### src/rtl/usb_role_override.sv
module usb_role_override #(
  parameter int  WORD_W    = 10,
  parameter int  OP_W      = 3,
  parameter bit  ID_RST    = 1'b1
) (
  input  logic              clk,
  input  logic              rst_n,
  input  logic              cmd_valid,
  input  logic [OP_W-1:0]   cmd_op,
  input  logic              id_pin,
  output logic [WORD_W-1:0] ctrl_word,
  output logic              vbus_cmp_en,
  output logic              id_eff
);
  localparam int B_FORCE = 9;
  localparam int B_VBUS  = 5;
  localparam int B_SEND  = 4;
  localparam int B_AVAL  = 2;
  localparam int B_IDV   = 1;

  localparam logic [OP_W-1:0] OP_DEV  = OP_W'(1);
  localparam logic [OP_W-1:0] OP_HOST = OP_W'(2);
  localparam logic [OP_W-1:0] OP_OTG  = OP_W'(3);
  localparam logic [OP_W-1:0] OP_PON  = OP_W'(4);
  localparam logic [OP_W-1:0] OP_POFF = OP_W'(5);

  logic force_q, idv_q, vbus_q, aval_q, send_q, cmp_q;
  logic sync1_q, sync2_q;

  wire is_role = cmd_valid && (cmd_op == OP_DEV || cmd_op == OP_HOST || cmd_op == OP_OTG);
  wire is_sess = cmd_valid && (cmd_op == OP_PON || cmd_op == OP_POFF);

  always_ff @(posedge clk or negedge rst_n) begin
    if (!rst_n) begin
      force_q <= 1'b0;
      idv_q   <= 1'b0;
    end else if (is_role) begin
      force_q <= (cmd_op != OP_OTG);
      idv_q   <= (cmd_op == OP_DEV);
    end
  end

  always_ff @(posedge clk or negedge rst_n) begin
    if (!rst_n) begin
      vbus_q <= 1'b0;
      aval_q <= 1'b0;
      send_q <= 1'b1;
      cmp_q  <= 1'b0;
    end else if (is_sess) begin
      vbus_q <= (cmd_op == OP_PON);
      aval_q <= (cmd_op == OP_PON);
      send_q <= (cmd_op == OP_POFF);
      cmp_q  <= (cmd_op == OP_PON);
    end
  end

  always_ff @(posedge clk or negedge rst_n) begin
    if (!rst_n) begin
      sync1_q <= ID_RST;
      sync2_q <= ID_RST;
    end else begin
      sync1_q <= id_pin;
      sync2_q <= sync1_q;
    end
  end

  always_comb begin
    ctrl_word          = '0;
    ctrl_word[B_FORCE] = force_q;
    ctrl_word[B_VBUS]  = vbus_q;
    ctrl_word[B_SEND]  = send_q;
    ctrl_word[B_AVAL]  = aval_q;
    ctrl_word[B_IDV]   = idv_q;
  end

  assign vbus_cmp_en = cmp_q;
  assign id_eff      = force_q ? idv_q : sync2_q;

  AST_ROLE_DEV: assert property (@(posedge clk) disable iff (!rst_n)
    cmd_valid && cmd_op == OP_DEV |=> ctrl_word[B_FORCE] && ctrl_word[B_IDV]);
  AST_ROLE_HOST: assert property (@(posedge clk) disable iff (!rst_n)
    cmd_valid && cmd_op == OP_HOST |=> ctrl_word[B_FORCE] && !ctrl_word[B_IDV]);
  AST_ROLE_OTG: assert property (@(posedge clk) disable iff (!rst_n)
    cmd_valid && cmd_op == OP_OTG |=> !ctrl_word[B_FORCE] && !ctrl_word[B_IDV]);
  AST_NOP_STABLE: assert property (@(posedge clk) disable iff (!rst_n)
    !is_role && !is_sess |=> $stable(ctrl_word) && $stable(vbus_cmp_en));
  AST_PWR_ON: assert property (@(posedge clk) disable iff (!rst_n)
    cmd_valid && cmd_op == OP_PON |=> vbus_cmp_en && ctrl_word[B_VBUS] && ctrl_word[B_AVAL] && !ctrl_word[B_SEND]);
  AST_PWR_OFF: assert property (@(posedge clk) disable iff (!rst_n)
    cmd_valid && cmd_op == OP_POFF |=> !vbus_cmp_en && !ctrl_word[B_VBUS] && !ctrl_word[B_AVAL] && ctrl_word[B_SEND]);
  AST_SPARE_ZERO: assert property (@(posedge clk) disable iff (!rst_n)
    $countones(ctrl_word) == $countones(ctrl_word & WORD_W'(10'h236)));
  AST_ROLE_KEEPS_SESS: assert property (@(posedge clk) disable iff (!rst_n)
    is_role |=> $stable(vbus_cmp_en) && $stable(ctrl_word[B_VBUS]) && $stable(ctrl_word[B_AVAL]) && $stable(ctrl_word[B_SEND]));
  AST_SESS_KEEPS_ROLE: assert property (@(posedge clk) disable iff (!rst_n)
    is_sess |=> $stable(ctrl_word[B_FORCE]) && $stable(ctrl_word[B_IDV]));
  AST_FORCED_ID: assert property (@(posedge clk) disable iff (!rst_n)
    ctrl_word[B_FORCE] |-> id_eff == ctrl_word[B_IDV]);
endmodule

### config.mk
export PLATFORM = sky130hd
export DESIGN_NAME = usb_role_override
export DESIGN_NICKNAME = d
export VERILOG_FILES = /design/src/rtl/usb_role_override.sv
export SDC_FILE = /design/constraint.sdc
export NUM_CORES = 1
export LEC_CHECK = 0
export ABC_AREA = 1
export BUFFER_PORTS_ARGS = -buffer_cell sky130_fd_sc_hd__buf_4
export CORE_AREA = 5 5 42 44
export CTS_CLUSTER_SIZE = 8
export DETAILED_ROUTE_END_ITERATION = 8
export DIE_AREA = 0 0 47 49
export PLACE_DENSITY = 0.49
export REMOVE_ABC_BUFFERS = 1
export SLEW_MARGIN = 10
export SYNTH_ARGS = -nofsm -noshare
export SYNTH_HDL_FRONTEND = slang
export SYNTH_SLANG_ARGS = --single-unit
### constraint.sdc
create_clock -name clk -period 1.23 [get_ports clk]
set_input_delay 0.0615 -clock clk [delete_from_list [all_inputs] [get_ports clk]]
set_output_delay 0.0615 -clock clk [all_outputs]
set_load 0.1 [all_outputs]
* Yosys cells after proc, flatten, opt, wreduce, memory -nomap -nowiden
Cells that the tools add are included.
** Cells by class
- Muxes and demuxes :: 1
- Equal/unequal tests :: 6
- Reduce and logical (&&, ||, !) cells :: 5
** Operators with widths (count)
- $eq A3 B2 Y1 const B :: 2
- $eq A3 B3 Y1 const B :: 2
- $eq A3 B1 Y1 const B :: 1
- $logic_or A1 B1 Y1 :: 3
- $ne A3 B2 Y1 const B :: 1
- $logic_and A1 B1 Y1 :: 2
- $mux W1 :: 1
** Word-level totals
- Input port bits :: 7
- Output and inout bits :: 12
- Bits in registers :: 6
- Logic and storage cells :: 18

* Logic depth before layout (Yosys ltp)
- Depth in word-level cells :: 4
- Depth in mapped cells :: 5
- Mapped depth without buffers :: 5

* Least setup slack after synthesis
OpenSTA, ideal clock, no wires.
- Path type :: reg2out
- Start :: register sync2_q
- End :: output port id_eff
- Cell stages (with the launch flop) :: 3
- Path buffers :: 0
- Path slack :: -0.698 ns
- Arrival :: 1.867 ns
- Data required time :: 1.168 ns
- Cell sequence :: dfstp_2 inv_1 o21ai_1
** On the way
- Longest elaborated chain between the ends :: 1
** Ends and longest elaborated chain
- from (decl) :: RTL line 28 : logic sync1_q, sync2_q;
- from (signal assigned) :: RTL line 63 : sync2_q <= sync1_q;
- $mux W1 :: RTL line 77 : assign id_eff = force_q ? idv_q : sync2_q;
- to (decl) :: RTL line 13 : output logic id_eff
No other way between the ends.

* Worst setup path in the final report
Same ends and word-level chain as after synthesis.

==> impl_metrics.yaml <==
outcome:
  status: "finished clean"
global_route:
  track_usage: 0.0652
  antenna_found_initial: 0
  grt_pass1_wl_um: 972
  grt_pass1_vias: 257
  grt_max_degree: 7
  grt_overflow_total: 0
timing:
  grt_setup_unrepaired: "false"
  hold_viol: 0
  min_period_ns: 1.20
  skew_ns: 0.0000458
  fmax_mhz: 837
  finalCritPeriodShare: 0.972
  maxSlewViolCount: 0
  setup_viol: 0
  fin_ws_ns: 0.0350
  timing.hold.ws_ns: 0.0604
logic_synthesis:
  synthCells: 40
  ys_seq_area_frac: 0.464
  synth-seq-cells: 6
  yosysWarnings: 0
  synth_area_um2: 332
  ys_types: 11
  syn_area_per_cell_um2: 8.29
cts:
  cts-htree-levels: 1
  path_clk_slew_ns: 0.05
  clk_path_buf_depth: 2
  numCtsBuffers: 3
  cts_root_buffer: "clkbuf_4"
  clk_latency_ns: 0.24
  cts_tree: "built"
  cts.sinks: 6
finish:
  syn2layout_area_growth_pct: 33.6
  final_nets: 61
  post-route-util: 0.316
  fin_area_um2: 443
  layout-drive-gt1-share: 0.415
  antennaDiodeCount: 0
setup_path:
  arrival_ns: 1.13
  r2r_cells: 2
  cp_max_fo: 1
  cpLargestDelayFamily: "flip-flops"
  critical_path_class: "reg -> out"
  critical_path_depth: 3
  path_cells: "inv_1 -> o21ai_2 -> buf_6"
  crit_buf_inv: 2
  critPathMaxStageDelay_ns: 0.51
  end_kind: "output pin"
  start_kind: "flop"
  cp_slowest_cell: "dfstp_2"
  critical_path_required_ns: 1.17
drt:
  wirelength_um: 641
  drtPass1Iterations: 2
  route.vias.total: 257
  detail-route-antenna-nets: 0
  drtIter0Drc: 5
  drc_errors: 0
  viasPerCell: 3.72
  routedWlPerCell_um: 9.29
hold_path:
  hold_path_class: "in -> reg"
  hold_depth: 3
die:
  initial_core_util: 0.237
  fp.dieH_um: 49
  die_area_mm2: 0.00230
  core_area_mm2: 0.00140
  pin_count: 19
  row_count: 14
  fp.dieW_um: 47
placed_design:
  gp_congestion: 0.695
  port_buffers: 13
  pre_cts_ws_ns: 0.239
  dp_hpwl_um: 474
  dpl_cell_area_um2: 389
flow_run:
  cap_violations: 0
power_and_ir_drop:
  power.leakage_nw: 0.240
  ir_worst_vdd_v: 0.000701
  power_density_mw_per_mm2: 2060
[per-layer routing]
layer	vias to the layer above	routed length [um]	GRT usage
met5	-	0	0
met4	0	0	0.0553
met3	0	54	0.0443
met2	11	308	0.0905
met1	113	277	0.0629
li1	133	-	-
[state kept, by name (all words and copies together), names as in the netlist]
register,flops
force_q,1
idv_q,1
send_q,1
sync1_q,1
sync2_q,1
vbus_q,1
[cell type report]
cell class	instances	area [um^2]
Clock buffer	4	26.3
Fill cell	148	958
Inverter	5	18.8
Multi-Input combinational cell	23	103
Sequential cell	6	154
Tap cell	16	20.0
Timing Repair Buffer	15	121
[worst register-to-register path: cells and delay by family, from the launching register on]
family,cells,cell delay [ns]
and+or+nand+nor,1,0.05
DFF,1,0.53
AOI/OAI and AO/OA,1,0.08
[repair_timing]
item                                    in CTS  in global routing
hold buffers                                 2                  0
endpoints found under the setup margin       1                  1
setup buffers                                0                  0
pin swaps                                    0                  0
endpoints found under the hold margin        7                  0
gates resized for setup                      1                  1
[cells by family after synthesis]
kind of cell    synth area share
compound gates            0.0302
buf+inv                    0.283
flops                      0.464
other cells               0.0113
simple gates               0.211
[power breakdown]
group / switching, mW / leakage (nW) / internal [mW]
logic: 0.384 / 0.156 / 0.0819
registers: 0.0195 / 0.0685 / 0.228
clock network: 0.0768 / 0.0150 / 0.123
[worst paths after layout]
kind	from	end	slack [ns]
worst min-delay path	cmd_op[0]	idv_q	0.06
worst min register to register	sync1_q	sync2_q	0.35
worst max-delay path	sync2_q	id_eff	0.03
min in group asynchronous	rst_n	force_q	0.16
worst max register to register	send_q	send_q	0.51
max in group asynchronous	rst_n	send_q	0.87
[placed cells by master (no fill, tap or decap)]
| cell type | n |
|---|---|
| dfrtp_1 | 3 |
| clkbuf_1 | 1 |
| inv_2 | 1 |
| o21ai_2 | 1 |
| dfstp_2 | 3 |
| buf_6 | 1 |
| dlygate4sd3_1 | 2 |
| nor2_2 | 1 |
| nand4_1 | 1 |
| o21ai_1 | 1 |
| clkbuf_4 | 3 |
| nand2_1 | 10 |
| inv_1 | 4 |
| conb_1 | 5 |
| buf_4 | 12 |
| nand3_1 | 4 |
[synthesized netlist by cell type, drive strengths merged]
cell type  instances  area, um^2
inv                5        18.8
buf               10        75.1
o21ai              2        10.0
nand3              4        20.0
nor2               1        6.26
nand2             10        37.5
nand4              1        6.26
dfrtp              3        75.1
conb               1        3.75
dfstp              3        78.8
[metrics by stage]
step           std cells  setup TNS (ns)  power (mW)
3_3_place_gp          63               0       0.703
3_5_place_dp          63               0       0.703
5_1_grt               69               0       0.953
2_1_floorplan         34           -5.02       0.614
4_1_cts               69               0       0.920
6_report              69               0       0.913
Note: power is estimated with default switching activity, not from simulation.
